--- src/rtl/ctmr_pkg.sv ---
// Package: shared register addresses, bit positions and mode layout of the
// down-counting timer. Assumes an 8-bit register port.
package ctmr_pkg;

    localparam int ADDR_W = 3;

    localparam logic [ADDR_W-1:0] A_MODE   = 3'd0;
    localparam logic [ADDR_W-1:0] A_CTRL   = 3'd1;
    localparam logic [ADDR_W-1:0] A_RLD_HI = 3'd2;
    localparam logic [ADDR_W-1:0] A_RLD_LO = 3'd3;
    localparam logic [ADDR_W-1:0] A_CNT_HI = 3'd4;
    localparam logic [ADDR_W-1:0] A_CNT_LO = 3'd5;

    // control/status bit positions
    localparam int C_RUN  = 0;
    localparam int C_TRIG = 1;
    localparam int C_GATE = 2;
    localparam int C_HOLD = 3;
    localparam int C_PEND = 5;
    localparam int C_IEN  = 6;

    typedef enum logic [1:0] {
        FORM_PULSE   = 2'b00,
        FORM_ONESHOT = 2'b01,
        FORM_SQUARE  = 2'b10,
        FORM_RSVD    = 2'b11
    } form_e;

    // packed MSB first: bit7 continuous ... bits[1:0] waveform form
    typedef struct packed {
        logic  cont;
        logic  out_en;
        logic  xcnt_en;
        logic  xtrig_en;
        logic  xgate_en;
        logic  retrig_en;
        form_e form;
    } mode_t;

endpackage

--- src/rtl/ctmr_regs.sv ---
// Module: register file and read multiplexer. Holds mode, reload value,
// gate command, interrupt enable and interrupt-pending; emits single-cycle
// strobes for trigger and hold control. Assumes wr and rd are never
// asserted together.
module ctmr_regs
    import ctmr_pkg::*;
#(
    parameter int DATA_W = 8,
    localparam int CNT_W = 2 * DATA_W
) (
    input  logic              clk,
    input  logic              rst_n,
    input  logic              wr,
    input  logic              rd,
    input  logic [ADDR_W-1:0] addr,
    input  logic [DATA_W-1:0] wdata,
    output logic [DATA_W-1:0] rdata,
    input  logic              run,
    input  logic              tc_evt,
    input  logic              hold,
    input  logic [CNT_W-1:0]  view_cnt,
    output mode_t             mode,
    output logic [CNT_W-1:0]  rld,
    output logic              gate_cmd,
    output logic              sw_trig,
    output logic              hold_wr,
    output logic              hold_val,
    output logic              lsb_rd,
    output logic              pend,
    output logic              ien
);

    logic wr_ctrl;

    assign wr_ctrl  = wr && (addr == A_CTRL);
    assign sw_trig  = wr_ctrl && wdata[C_TRIG];
    assign hold_wr  = wr_ctrl;
    assign hold_val = wdata[C_HOLD];
    assign lsb_rd   = rd && (addr == A_CNT_LO);

    // configuration registers written from the bus
    always_ff @(posedge clk) begin
        if (!rst_n) begin
            mode     <= '0;
            rld      <= '0;
            gate_cmd <= 1'b0;
            ien      <= 1'b0;
        end else if (wr) begin
            case (addr)
                A_MODE:   mode <= mode_t'(wdata);
                A_RLD_HI: rld[CNT_W-1:DATA_W] <= wdata;
                A_RLD_LO: rld[DATA_W-1:0] <= wdata;
                A_CTRL: begin
                    gate_cmd <= wdata[C_GATE];
                    ien      <= wdata[C_IEN];
                end
                default: ;
            endcase
        end
    end

    // interrupt-pending: set by terminal count, cleared by write-one
    always_ff @(posedge clk) begin
        if (!rst_n)
            pend <= 1'b0;
        else if (tc_evt)
            pend <= 1'b1;
        else if (wr_ctrl && wdata[C_PEND])
            pend <= 1'b0;
    end

    // combinational read multiplexer
    always_comb begin
        rdata = '0;
        case (addr)
            A_MODE:   rdata = DATA_W'(mode);
            A_CTRL: begin
                rdata[C_RUN]  = run;
                rdata[C_GATE] = gate_cmd;
                rdata[C_HOLD] = hold;
                rdata[C_PEND] = pend;
                rdata[C_IEN]  = ien;
            end
            A_RLD_HI: rdata = rld[CNT_W-1:DATA_W];
            A_RLD_LO: rdata = rld[DATA_W-1:0];
            A_CNT_HI: rdata = view_cnt[CNT_W-1:DATA_W];
            A_CNT_LO: rdata = view_cnt[DATA_W-1:0];
            default:  rdata = '0;
        endcase
    end

endmodule

--- src/rtl/ctmr_rdhold.sv ---
// Module: read-hold snapshot. While hold is clear the snapshot tracks the
// live count; setting hold freezes it until the low byte is read.
// Assumes lsb_rd and hold_wr do not occur in the same cycle.
module ctmr_rdhold #(
    parameter int CNT_W = 16
) (
    input  logic             clk,
    input  logic             rst_n,
    input  logic             hold_wr,
    input  logic             hold_val,
    input  logic             lsb_rd,
    input  logic [CNT_W-1:0] live_cnt,
    output logic             hold,
    output logic [CNT_W-1:0] view_cnt
);

    logic [CNT_W-1:0] snap;

    // snapshot tracking and hold flag update
    always_ff @(posedge clk) begin
        if (!rst_n) begin
            snap <= '0;
            hold <= 1'b0;
        end else begin
            if (!hold)
                snap <= live_cnt;
            if (lsb_rd)
                hold <= 1'b0;
            else if (hold_wr)
                hold <= hold_val;
        end
    end

    assign view_cnt = hold ? snap : live_cnt;

endmodule

--- src/rtl/ctmr_core.sv ---
// Module: counting engine. Detects external edges, forms gate and tick,
// accepts triggers, decrements and reloads, and flags terminal count.
// Assumes ext_* inputs are already synchronous to clk.
module ctmr_core
    import ctmr_pkg::*;
#(
    parameter int CNT_W = 16
) (
    input  logic             clk,
    input  logic             rst_n,
    input  mode_t            mode,
    input  logic [CNT_W-1:0] rld,
    input  logic             gate_cmd,
    input  logic             sw_trig,
    input  logic             ext_gate,
    input  logic             ext_trig,
    input  logic             ext_cnt,
    output logic [CNT_W-1:0] cnt,
    output logic             run,
    output logic             tc_evt,
    output logic             trig_acc
);

    localparam int N_EDGE = 2;

    logic [N_EDGE-1:0] ext_in;
    logic [N_EDGE-1:0] ext_prev;
    logic [N_EDGE-1:0] ext_rise;
    logic              trig_req;
    logic              gate_on;
    logic              tick;
    logic              step;

    assign ext_in = {ext_cnt, ext_trig};

    for (genvar gi = 0; gi < N_EDGE; gi++) begin : g_edge
        // previous-value register for rising-edge detection
        always_ff @(posedge clk) begin
            if (!rst_n)
                ext_prev[gi] <= 1'b0;
            else
                ext_prev[gi] <= ext_in[gi];
        end
        assign ext_rise[gi] = ext_in[gi] && !ext_prev[gi];
    end

    assign trig_req = sw_trig || (mode.xtrig_en && ext_rise[0]);
    assign trig_acc = trig_req && (!run || mode.retrig_en);
    assign gate_on  = gate_cmd && (!mode.xgate_en || ext_gate);
    assign tick     = mode.xcnt_en ? ext_rise[1] : 1'b1;
    assign step     = run && gate_on && tick && !trig_acc;
    assign tc_evt   = step && (cnt == CNT_W'(1));

    // counter and run flag
    always_ff @(posedge clk) begin
        if (!rst_n) begin
            cnt <= '0;
            run <= 1'b0;
        end else if (trig_acc) begin
            cnt <= rld;
            run <= 1'b1;
        end else if (tc_evt) begin
            if (mode.cont) begin
                cnt <= rld;
            end else begin
                cnt <= '0;
                run <= 1'b0;
            end
        end else if (step) begin
            cnt <= cnt - CNT_W'(1);
        end
    end

endmodule

--- src/rtl/ctmr_wave.sv ---
// Module: output waveform generator for pulse, one-shot and square forms.
// Assumes trig_acc and tc_evt are mutually exclusive.
module ctmr_wave
    import ctmr_pkg::*;
(
    input  logic  clk,
    input  logic  rst_n,
    input  form_e form,
    input  logic  out_en,
    input  logic  run,
    input  logic  trig_acc,
    input  logic  tc_evt,
    output logic  wave,
    output logic  pin_out
);

    // waveform state per selected form
    always_ff @(posedge clk) begin
        if (!rst_n) begin
            wave <= 1'b0;
        end else begin
            case (form)
                FORM_ONESHOT: begin
                    if (tc_evt)
                        wave <= 1'b0;
                    else if (trig_acc)
                        wave <= 1'b1;
                end
                FORM_SQUARE: begin
                    if (trig_acc && !run)
                        wave <= 1'b0;
                    else if (tc_evt)
                        wave <= !wave;
                end
                default: wave <= tc_evt;
            endcase
        end
    end

    assign pin_out = out_en && wave;

endmodule

--- src/rtl/ctmr_top.sv ---
// Module: top of the programmable down-counting timer. Wires the register
// file, counting engine, read-hold snapshot and waveform generator.
// Assumes a single clock domain and synchronous external pins.
module ctmr_top
    import ctmr_pkg::*;
#(
    parameter int DATA_W = 8,
    localparam int CNT_W = 2 * DATA_W
) (
    input  logic              clk,
    input  logic              rst_n,
    input  logic              bus_wr,
    input  logic              bus_rd,
    input  logic [2:0]        bus_addr,
    input  logic [DATA_W-1:0] bus_wdata,
    output logic [DATA_W-1:0] bus_rdata,
    input  logic              ext_gate,
    input  logic              ext_trig,
    input  logic              ext_cnt,
    output logic              tmr_out,
    output logic              irq
);

    mode_t            mode;
    logic [CNT_W-1:0] rld;
    logic [CNT_W-1:0] cnt;
    logic [CNT_W-1:0] view_cnt;
    logic             gate_cmd;
    logic             sw_trig;
    logic             hold_wr;
    logic             hold_val;
    logic             lsb_rd;
    logic             hold;
    logic             pend;
    logic             ien;
    logic             run;
    logic             tc_evt;
    logic             trig_acc;
    logic             wave;

    ctmr_regs #(.DATA_W(DATA_W)) u_regs (
        .clk      (clk),
        .rst_n    (rst_n),
        .wr       (bus_wr),
        .rd       (bus_rd),
        .addr     (bus_addr),
        .wdata    (bus_wdata),
        .rdata    (bus_rdata),
        .run      (run),
        .tc_evt   (tc_evt),
        .hold     (hold),
        .view_cnt (view_cnt),
        .mode     (mode),
        .rld      (rld),
        .gate_cmd (gate_cmd),
        .sw_trig  (sw_trig),
        .hold_wr  (hold_wr),
        .hold_val (hold_val),
        .lsb_rd   (lsb_rd),
        .pend     (pend),
        .ien      (ien)
    );

    ctmr_core #(.CNT_W(CNT_W)) u_core (
        .clk      (clk),
        .rst_n    (rst_n),
        .mode     (mode),
        .rld      (rld),
        .gate_cmd (gate_cmd),
        .sw_trig  (sw_trig),
        .ext_gate (ext_gate),
        .ext_trig (ext_trig),
        .ext_cnt  (ext_cnt),
        .cnt      (cnt),
        .run      (run),
        .tc_evt   (tc_evt),
        .trig_acc (trig_acc)
    );

    ctmr_rdhold #(.CNT_W(CNT_W)) u_hold (
        .clk      (clk),
        .rst_n    (rst_n),
        .hold_wr  (hold_wr),
        .hold_val (hold_val),
        .lsb_rd   (lsb_rd),
        .live_cnt (cnt),
        .hold     (hold),
        .view_cnt (view_cnt)
    );

    ctmr_wave u_wave (
        .clk      (clk),
        .rst_n    (rst_n),
        .form     (mode.form),
        .out_en   (mode.out_en),
        .run      (run),
        .trig_acc (trig_acc),
        .tc_evt   (tc_evt),
        .wave     (wave),
        .pin_out  (tmr_out)
    );

    assign irq = pend && ien;

endmodule

--- config.mk ---
export PLATFORM = sky130hd
export DESIGN_NAME = ctmr_top
export DESIGN_NICKNAME = d
export VERILOG_FILES = /design/src/rtl/ctmr_pkg.sv /design/src/rtl/ctmr_regs.sv /design/src/rtl/ctmr_rdhold.sv /design/src/rtl/ctmr_core.sv /design/src/rtl/ctmr_wave.sv /design/src/rtl/ctmr_top.sv
export SDC_FILE = /design/constraint.sdc
export NUM_CORES = 1
export LEC_CHECK = 0
export ABC_AREA = 0
export BUFFER_PORTS_ARGS = -buffer_cell sky130_fd_sc_hd__buf_2
export CAP_MARGIN = 25
export CELL_PAD_IN_SITES_DETAIL_PLACEMENT = 0
export CELL_PAD_IN_SITES_GLOBAL_PLACEMENT = 1
export CORE_MARGIN = 10
export CORE_UTILIZATION = 25
export CTS_CLUSTER_SIZE = 12
export DETAILED_ROUTE_END_ITERATION = 6
export GPL_ROUTABILITY_DRIVEN = 0
export PLACE_DENSITY_LB_ADDON = 0.1
export SYNTH_ARGS = -nofsm -noshare
export SYNTH_HDL_FRONTEND = slang
export SYNTH_SLANG_ARGS = --single-unit
--- constraint.sdc ---
create_clock -name clk -period 5.1 [get_ports clk]
set_input_delay 0.51 -clock clk [delete_from_list [all_inputs] [get_ports clk]]
set_output_delay 0.51 -clock clk [all_outputs]
set_load 0.005 [all_outputs]
==> results.sh, run 1 <==
export IMPL_fp_row_count=42
export IMPL_grt_max_degree=67
export IMPL_post_cts_hold_buffer_count=0
export IMPL_h_tree_depth=3
export IMPL_ys_ff_latch=64
export IMPL_cp_max_fo=24
export IMPL_dp_hpwl_um=8460
export IMPL_post_route_drc_count=0
export IMPL_syn_num_nets=451
export IMPL_multi_input_area_um2=2020
export IMPL_period_share_pct=53.0
export IMPL_syn_area_um2=3460
export IMPL_yosys_warnings=0
export IMPL_top_usage_layer="met2"
export IMPL_r2r_start="u_core.cnt[2]$_SDFFE_PN0P_"
export IMPL_die_x_um=138
export IMPL_synth_cells=429
export IMPL_outcome="finished clean"
export IMPL_grt_pass1_vias=3114
export IMPL_overflow=0
export IMPL_n_antenna_cell=0
export IMPL_p_clk_share_pct=48.9
export IMPL_async_flop_share_pct=0
export IMPL_sequentialPowerShare_pct=42.9
export IMPL_design_area_um2=4020
export IMPL_p_int_uw=918
export IMPL_core_um2=13400
export IMPL_cts_root_buf="clkbuf_16"
export IMPL_placed_area_um2=3730
export IMPL_cts_resized=0
export IMPL_syn_area_per_cell_um2=8.07
export IMPL_fin_nets=466
export IMPL_drt_first_pass_iters=5
export IMPL_area_delta_synth_final_pct=16.0
export IMPL_synth_ff_type="dfxtp_1"
export IMPL_worst_hold_path_type="input pin to flip-flop"
export IMPL_powerDensity_nw_per_um2=303
export IMPL_synth_edf_count=0
export IMPL_synth_distinct_cells=58
export IMPL_drive_above_1_share_pct=13.4
export IMPL_drt_iter0_drc=201
export IMPL_synth_yosys_seq_area_share_pct=37.0
export IMPL_clock_skew_ps=8.06
export IMPL_max_cap_violations=0
export IMPL_vdd_drop_max_mv=0.172
export IMPL_drt_antenna_violating_nets=0
export IMPL_vias=3126
export IMPL_cp_arrival_ps=2980
export IMPL_r2r_slack_ps=2400
export IMPL_power_leakage_uw=0.00146
export IMPL_clock_sinks=64
export IMPL_wl_um=11900
export IMPL_slew_headroom_pct=33.4
export IMPL_cts_buffers=9
export IMPL_postCtsSetupBuffers=0
export IMPL_crit_type="flip-flop to flip-flop"
export IMPL_r2r_end="u_wave.wave$_SDFFE_PN0P_"
export IMPL_p_comb_share_pct=8.2
export IMPL_die_h_um=138
export IMPL_final_hold_violation_count=0
export IMPL_fillers=1461
export IMPL_clk_latency_ps=340
export IMPL_p_switching_uw=299
export IMPL_antenna_found_initial=0
export IMPL_seq_area_um2=1280
export IMPL_num_io_pins=28
export IMPL_crit_path_end="u_wave.wave$_SDFFE_PN0P_"
export IMPL_track_usage_pct=13.1
export IMPL_final_min_clock_period_ps=2700
export IMPL_setup_tns_final_ps=0
export IMPL_tightest_slew_ps=1000
export IMPL_viasPerCell=5.00
export IMPL_port_buffers=27
export IMPL_p_total_uw=1220
export IMPL_endpoint_kind="flip-flop"
export IMPL_grtUsageMet2_pct=20.4
export IMPL_slew_viol_final=0
export IMPL_grtUsageMet1_pct=17.4
export IMPL_max_freq_mhz=370
export IMPL_sw_frac_of_total_pct=24.6
export IMPL_startpoint="u_core.cnt[2]$_SDFFE_PN0P_"
export IMPL_met3_usage_pct=2.33
export IMPL_grt_pass1_wl_um=18800
export IMPL_clk_pin_slew_ps=50
export IMPL_ctsLongestPathBuffers=2
export IMPL_final_setup_viol_count=0
export IMPL_worst_r2r_cell_count=6
export IMPL_crit_path_start_kind="flip-flop"
export IMPL_wl_per_cell_um=19.1
export IMPL_required_ps=5380
export IMPL_utilization_pct=30.0
export IMPL_grt_setup_unrepaired="false"
export IMPL_initial_core_util_pct=25.8
export IMPL_cts_tree="built"
export IMPL_die_area_um2=19000
-- placed cells by master, fill, tap and decap left out, drive strengths merged, types with 3 or more instances in the layout --
master / synthesis / layout
a21boi: 32 / 32
a21oi: 27 / 27
a22oi: 10 / 10
a31oi: 7 / 7
and2: 11 / 11
and3: 3 / 3
buf: 7 / 32
clkbuf: 21 / 13
clkinv: 0 / 3
dfxtp: 64 / 64
ha: 4 / 4
inv: 7 / 7
mux2i: 17 / 17
nand2: 77 / 77
nand3: 13 / 13
nor2: 24 / 24
nor2b: 19 / 19
nor3: 10 / 10
nor3b: 5 / 5
nor4: 6 / 6
o211ai: 3 / 3
o21a: 3 / 3
o21ai: 16 / 16
o22ai: 4 / 4
o31ai: 3 / 3
or3: 5 / 5
xnor2: 3 / 3
xor2: 3 / 3
-- worst max-delay path: stages (launching register included) --
cell     delay (ps)
dfxtp_1         370
or4_4           610
nor3_4          240
and2_1          830
a31oi_1         190
o31ai_1         210
and4_1          200
-- registers in the layout, indices dropped and copies added, names as in the netlist --
register	count
u_core.cnt	16
u_hold.snap	16
u_regs.rld	16
u_regs.mode	8
u_core.ext_prev	2
u_core.run	1
u_hold.hold	1
u_regs.gate_cmd	1
u_regs.ien	1
u_regs.pend	1
u_wave.wave	1
-- Yosys cell counts, types with 2 or more instances --
cell type	number	share of area, %
o21a_1	3	0.65
o21ai_1	3	0.43
o211ai_1	3	0.65
nor3b_1	4	0.87
a31oi_1	7	1.3
a21oi_1	27	3.9
a21boi_1	2	0.43
a22oi_1	10	2.2
or2_2	2	0.36
a21boi_0	30	6.5
ha_1	4	1.4
nor3_1	8	1.2
nand2b_1	2	0.36
inv_1	7	0.76
o31ai_1	3	0.65
a221oi_2	2	0.87
and2_1	11	2.0
nand3b_1	2	0.43
nor2_1	24	2.6
nor2b_1	19	3.4
o21ai_0	13	1.9
o22ai_1	4	0.72
nand3_1	12	1.7
xor2_1	3	0.76
clkbuf_1	21	2.3
dfxtp_1	64	37
mux2i_1	17	4.9
and3_1	3	0.54
buf_2	2	0.29
nor4_1	5	0.90
xnor2_1	3	0.76
buf_6	2	0.65
or3_1	5	0.90
nand2_1	77	8.3
o211a_1	2	0.58
-- cell families after synthesis --
family | count (synthesis) | synth area share (%)
AND/OR/NAND/NOR | 184 | 26.9
AO/OA/AOI/OAI | 119 | 23.4
flip-flops | 64 | 37.0
buffers and inverters | 35 | 4.88
multiplexers | 17 | 4.91
XOR/XNOR | 6 | 1.52
adder cells (fa/ha/maj) | 4 | 1.45
-- per-layer routing --
layer | up-vias | share of wire (%)
met3 | 14 | 3.8
met4 | 0 | 1.8
li1 | 1553 | -
met2 | 61 | 46
met5 | - | 0
met1 | 1498 | 48
-- cell type report --
type / instances / area share, %
inverters: 7 / 0.654
well taps: 176 / 5.48
multi-input cells: 330 / 50.4
repair buffers: 32 / 4.49
clock inverters: 3 / 0.374
clock buffers: 13 / 6.73
flip-flops and latches: 64 / 31.9
-- power groups by stage --
stage | registers [µW] | logic [µW] | clock network [µW]
floorplan | 527 | 71.4 | 0
global placement | 535 | 99.5 | 0
detailed placement | 533 | 100 | 0
CTS | 523 | 101 | 609
global route | 524 | 112 | 625
finish | 522 | 100 | 594
-- worst min-delay path by stage --
stage	slack, ps	from	endpoint	cells past startpoint
after floorplan	450	u_regs.mode[6]$_SDFFE_PN0P_	u_regs.mode[6]$_SDFFE_PN0P_	2
after global placement	480	u_regs.mode[4]$_SDFFE_PN0P_	u_regs.mode[4]$_SDFFE_PN0P_	2
after detailed placement	490	u_regs.mode[4]$_SDFFE_PN0P_	u_regs.mode[4]$_SDFFE_PN0P_	2
after CTS	390	ext_cnt	u_core.ext_prev[1]$_SDFF_PN0_	2
after global routing	410	ext_cnt	u_core.ext_prev[1]$_SDFF_PN0_	2
final	400	ext_trig	u_core.ext_prev[0]$_SDFF_PN0_	2
-- per-stage QoR --
stage / setup WS (ps) / hold WS (ps) / instances
global placement: 2430 / 480 / 608
detailed placement: 2370 / 488 / 609
CTS: 2380 / 388 / 625
global route: 2130 / 410 / 625
floorplan: 2940 / 452 / 429
finish: 2400 / 399 / 625
(Power assumes the default switching activity.)
==> run 2, diff against run 1 <==
ABC_AREA = 1   (was 0)
clock period = 2.29 ns   (was 5.1 ns; I/O delays follow)
==> results.sh, run 2 <==
export IMPL_period_share_pct=90.1
export IMPL_synth_yosys_seq_area_share_pct=37.1
export IMPL_cp_slowest_cell="o21ai_0"
export IMPL_port_buffers=27
export IMPL_place_inst=681
export IMPL_grt_pass1_wl_um=19800
export IMPL_power_leakage_uw=0.00177
export IMPL_grt_max_degree=35
export IMPL_synth_most_common_cell="nand2_1"
export IMPL_cts_tree="built"
export IMPL_die_x_um=138
export IMPL_endpoint_kind="output port"
export IMPL_vdd_drop_max_mv=0.344
export IMPL_postCtsSetupBuffers=0
export IMPL_cts_resized=0
export IMPL_post_route_drc_count=0
export IMPL_syn_num_nets=513
export IMPL_ctsLongestPathBuffers=2
export IMPL_track_usage_pct=14.1
export IMPL_final_hold_violation_count=0
export IMPL_cts_root_buf="clkbuf_16"
export IMPL_slew_viol_final=0
export IMPL_design_area_um2=4040
export IMPL_crit_type="flip-flop to output port"
export IMPL_final_setup_viol_count=0
export IMPL_max_freq_mhz=485
export IMPL_drive_above_1_share_pct=15.4
export IMPL_n_antenna_cell=0
export IMPL_reg_top3="u_core.cnt (16), u_hold.snap (16), u_regs.rld (16)"
export IMPL_cp_arrival_ps=1830
export IMPL_syn_area_um2=3450
export IMPL_core_um2=13400
export IMPL_antenna_found_initial=0
export IMPL_initial_core_util_pct=25.8
export IMPL_cts_buffers=9
export IMPL_num_io_pins=28
export IMPL_utilization_pct=30.1
export IMPL_yosys_warnings=0
export IMPL_synth_top_area_share_pct=37.1
export IMPL_syn_area_per_cell_um2=7.03
export IMPL_placed_area_um2=3740
export IMPL_synth_area_leaders="dfxtp_1 37%, o21ai_0 8.7%, nand2_1 7.8%"
export IMPL_setup_slack_ps=227
export IMPL_vias=3297
export IMPL_drt_iter0_drc=263
export IMPL_die_area_um2=18900
export IMPL_finalNonFillerCells=697
export IMPL_outcome="finished clean"
export IMPL_yosys_area_top_type="dfxtp_1"
export IMPL_critPathMaxStageDelay_ps=410
export IMPL_overflow=0
export IMPL_grt_pass1_vias=3323
export IMPL_die_h_um=138
export IMPL_worst_hold_path_type="input pin to flip-flop"
export IMPL_viasPerCell=4.73
export IMPL_final_common_cell="nand2_1"
export IMPL_cp_max_fo=33
export IMPL_synth_top_family_by_area="compound AO/OA/AOI/OAI gates"
export IMPL_clk_pin_slew_ps=50
export IMPL_h_tree_depth=3
export IMPL_crit_path_start_kind="flip-flop"
export IMPL_clk_latency_ps=340
export IMPL_drt_antenna_violating_nets=0
export IMPL_async_flop_share_pct=0
export IMPL_synth_cells=491
export IMPL_synth_edf_count=0
export IMPL_required_ps=2060
export IMPL_yosys_area_share_simple_pct=22.8
export IMPL_max_cap_violations=0
export IMPL_area_delta_synth_final_pct=17.0
export IMPL_synth_distinct_cells=37
export IMPL_synth_adder_area_share_pct=1.45
export IMPL_clock_skew_ps=3.74
export IMPL_dp_hpwl_um=9150
export IMPL_synth_area_mux_share_pct=0
export IMPL_fp_row_count=42
export IMPL_post_cts_hold_buffer_count=0
export IMPL_synth_compound_gate_area_share_pct=25.2
export IMPL_ys_ff_latch=64
export IMPL_tightest_slew_ps=575
export IMPL_grt_setup_unrepaired="false"
export IMPL_powerDensity_nw_per_um2=698
export IMPL_wl_per_cell_um=18.0
export IMPL_final_min_clock_period_ps=2060
export IMPL_setup_tns_final_ps=0
export IMPL_drt_first_pass_iters=5
export IMPL_wl_um=12500
export IMPL_layout_common_cells="72 x nand2_1, 64 x inv_1, 64 x dfxtp_1"
export IMPL_dpl_worst_slack_ps=510
export IMPL_slew_headroom_pct=61.6
export IMPL_fin_nets=538
export IMPL_clock_sinks=64
export IMPL_synth_xor_area_share_pct=1.78
export IMPL_ys_top_cells_by_count="72 x nand2_1, 64 x dfxtp_1, 64 x inv_1, 63 x nor2_1, 60 x o21ai_0"
export IMPL_synth_ff_type="dfxtp_1"
export IMPL_path_cells="inv_1 -> buf_12 -> o21ai_0 -> o22ai_1 -> nor2_1 -> o221ai_1 -> buf_2"
[run 2: changes by cell type in the layout (fill, tap and decap cells not counted), moves of 6 or more]
cell | before | now
o21ai_0 | 13 | 60
nand3_1 | 12 | 18
nor2_1 | 24 | 63
inv_1 | 7 | 64
and2_1 | 11 | 0
mux2i_1 | 17 | 0
a21boi_0 | 30 | 0
a31oi_1 | 7 | 0
o22ai_1 | 4 | 15
a21oi_1 | 27 | 49
nor2b_1 | 19 | 0
a22oi_1 | 10 | 1
inv_2 | 0 | 7
o22ai_2 | 0 | 9
[run 2: report_power, final]
| part | total [µW] | switching [µW] | internal [µW] |
|---|---|---|---|
| Sequential | 1160 | 17.3 | 1140 |
| Combinational | 246 | 171 | 74.8 |
| Clock | 1410 | 510 | 904 |
| Total | 2820 | 698 | 2120 |
[run 2: worst max-delay path, delay by kind of cell (launching register included)]
kind            cells  cell delay, ps
compound gates      3             650
buf+inv             3             400
flops               1             310
simple gates        1             130
[run 2: worst paths after layout]
check / to / from / depth (start not counted) / slack, ps
max: bus_rdata[3] / u_hold.hold$_SDFFE_PP0N_ / 7 / 230
min: u_core.ext_prev[1]$_SDFF_PN0_ / ext_cnt / 3 / 90
max reg2reg: u_core.run$_SDFFE_PN0P_ / u_core.cnt[1]$_SDFFE_PN0P_ / 9 / 510
min reg2reg: u_regs.mode[4]$_SDFFE_PN0P_ / u_regs.mode[4]$_SDFFE_PN0P_ / 2 / 500
[run 2: per-layer routing]
layer / track usage (%) / share of wire [%] / vias up
li1: - / - / 1674
met2: 21.7 / 46 / 59
met5: 0 / 0 / -
met1: 18.5 / 48 / 1555
met4: 6.15 / 1.1 / 0
met3: 2.91 / 4.3 / 9
[run 2: kinds of logic after synthesis]
kind of cell               Yosys count
AOI/OAI and AO/OA                  148
xor gates and xnor gates             7
adders and majority gates            4
buffers and inverters               92
DFF                                 64
and+or+nand+nor                    176
[run 2: cell type report]
class | count | area, µm²
clock buffers | 14 | 264
clock inverters | 2 | 37.5
fillers | 1493 | 9360
inverters | 72 | 270
multi-input cells | 335 | 1770
flip-flops and latches | 64 | 1280
well taps | 176 | 220
repair buffers | 34 | 200
[run 2: stage by stage]
stage | hold WS [ps] | power [µW]
3_5_place_dp | 429 | 1430
3_3_place_gp | 426 | 1430
4_1_cts | 74.8 | 2860
6_report | 88.6 | 2820
2_1_floorplan | 322 | 1340
5_1_grt | 80.6 | 2950
==> run 3, diff against run 2 <==
CAP_MARGIN = 15   (was 25)
CORE_ASPECT_RATIO = 2   (was not set)
==> results.sh, run 3 (synthesis results as in run 2) <==
export IMPL_hold_slack_ps=96.5
export IMPL_die_h_um=186
export IMPL_die_x_um=103
export IMPL_reg_top3="u_core.cnt (16), u_hold.snap (16), u_regs.rld (16)"
export IMPL_cts_tree="built"
export IMPL_grt_setup_unrepaired="false"
export IMPL_viasPerCell=4.97
export IMPL_drt_antenna_violating_nets=0
export IMPL_p_clk_share_pct=52.0
export IMPL_postCtsSetupBuffers=0
export IMPL_hold_path_depth=3
export IMPL_final_setup_viol_count=0
export IMPL_fp_row_count=60
export IMPL_max_cap_violations=0
export IMPL_cp_max_fo=20
export IMPL_cp_arrival_ps=1860
export IMPL_drt_iter0_drc=185
export IMPL_wl_per_cell_um=20.4
export IMPL_top_usage_layer="met2"
export IMPL_vias=3373
export IMPL_p_comb_share_pct=8.6
export IMPL_crit_path_start_kind="flip-flop"
export IMPL_slew_headroom_pct=59.3
export IMPL_p_switching_uw=740
export IMPL_grtUsageMet2_pct=29.1
export IMPL_clk_latency_ps=330
export IMPL_sequentialPowerShare_pct=39.3
export IMPL_r2r_start="u_core.cnt[1]$_SDFFE_PN0P_"
export IMPL_outcome="finished clean"
export IMPL_overflow=0
export IMPL_worst_r2r_cell_count=10
export IMPL_r2r_end="u_wave.wave$_SDFFE_PN0P_"
export IMPL_endpoint_kind="output port"
export IMPL_port_buffers=27
export IMPL_grt_pass1_vias=3379
export IMPL_final_hold_violation_count=0
export IMPL_grt_pass1_wl_um=21100
export IMPL_wl_um=13800
export IMPL_power_leakage_uw=0.00179
export IMPL_cts_buffers=9
export IMPL_final_min_clock_period_ps=2080
export IMPL_grtUsageMet1_pct=14.9
export IMPL_initial_core_util_pct=25.5
export IMPL_core_um2=13500
export IMPL_grt_max_degree=35
export IMPL_clock_sinks=64
export IMPL_vdd_drop_max_mv=0.414
export IMPL_layout_common_cells="72 x nand2_1, 64 x inv_1, 64 x dfxtp_1"
export IMPL_max_freq_mhz=480
export IMPL_final_common_cell="nand2_1"
export IMPL_utilization_pct=30.1
export IMPL_area_delta_synth_final_pct=17.7
export IMPL_slew_viol_final=0
export IMPL_drt_first_pass_iters=4
export IMPL_p_total_uw=2950
export IMPL_p_int_uw=2210
export IMPL_n_antenna_cell=0
export IMPL_tightest_slew_ps=608
export IMPL_clk_pin_slew_ps=60
export IMPL_clock_skew_ps=5.20
export IMPL_r2r_slack_ps=260
export IMPL_post_cts_hold_buffer_count=0
export IMPL_startpoint="u_hold.hold$_SDFFE_PP0N_"
export IMPL_sw_frac_of_total_pct=25.1
export IMPL_ctsLongestPathBuffers=2
export IMPL_worst_hold_path_type="input pin to flip-flop"
export IMPL_dp_hpwl_um=10900
export IMPL_crit_type="flip-flop to output port"
export IMPL_crit_path_end="bus_rdata[0]"
export IMPL_required_ps=2060
export IMPL_num_io_pins=28
export IMPL_met3_usage_pct=2.37
export IMPL_period_share_pct=91.0
export IMPL_die_area_um2=19200
export IMPL_fin_nets=540
export IMPL_h_tree_depth=3
export IMPL_drive_above_1_share_pct=16.6
export IMPL_antenna_found_initial=0
export IMPL_cts_root_buf="clkbuf_16"
export IMPL_track_usage_pct=15.1
export IMPL_post_route_drc_count=0
export IMPL_fillers=1513
export IMPL_setup_tns_final_ps=0
export IMPL_powerDensity_nw_per_um2=725
## run 3: cell count changes in the layout (fill, tap and decap cells not counted), sizes merged
cell and change:
clkinv +2, bufinv +1, clkinvlp +1, clkbuf -4, buf +2
## run 3: how the worst min path moves through the flow
stage | start | to | slack (ps)
2_1_floorplan | ext_trig | u_core.ext_prev[0]$_SDFF_PN0_ | 320
4_1_cts | ext_cnt | u_core.ext_prev[1]$_SDFF_PN0_ | 90
3_3_place_gp | ext_trig | u_core.ext_prev[0]$_SDFF_PN0_ | 430
5_1_grt | ext_trig | u_core.ext_prev[0]$_SDFF_PN0_ | 110
6_report | ext_trig | u_core.ext_prev[0]$_SDFF_PN0_ | 100
3_5_place_dp | ext_trig | u_core.ext_prev[0]$_SDFF_PN0_ | 440
## run 3: timing repair
| action | in CTS | in global routing |
|---|---|---|
| setup endpoints to repair | 1 | 3 |
| resized for setup | 1 | 3 |
| endpoints found under the hold margin | 0 | 0 |
## run 3: through the flow
| step | area [µm²] | cells | setup WS (ps) |
|---|---|---|---|
| final | 4060 | 678 | 206 |
| after global routing | 4060 | 678 | 63.4 |
| after CTS | 4050 | 678 | 52.2 |
| after detailed placement | 3710 | 662 | 249 |
| after global placement | 3710 | 662 | 256 |
| after floorplan | 3450 | 491 | 810 |
## run 3: layer usage
layer	vias to the layer above	wire [µm]
met3	21	402
met5	-	0
met2	88	7890
met4	0	503
li1	1679	-
met1	1585	5030
## run 3: worst max-delay path, stage by stage (launching register included)
cell      delay (ps)
dfxtp_1          290
inv_1             50
buf_6            190
nand2_1          130
o21ai_0          150
nor2_1           120
a211oi_2         260
o221ai_1         170
buf_2            160
## run 3: power by group through the flow
stage          Combinational, µW  Clock, µW  Sequential (µW)
2_1_floorplan                158          0             1180
3_5_place_dp                 255          0             1180
6_report                     254       1530             1160
5_1_grt                      284       1620             1160
4_1_cts                      257       1570             1160
3_3_place_gp                 256          0             1180
## run 3: layout make-up
| cell class | instances | area [µm²] | share of cell area (%) |
|---|---|---|---|
| Clock inverter | 6 | 92.6 | 2.28 |
| Timing Repair Buffer | 36 | 210 | 5.17 |
| Clock buffer | 10 | 239 | 5.88 |
| Tap cell | 155 | 194 | 4.77 |
| Inverter | 72 | 270 | 6.65 |
| Sequential cell | 64 | 1280 | 31.5 |
| Multi-Input combinational cell | 335 | 1780 | 43.7 |
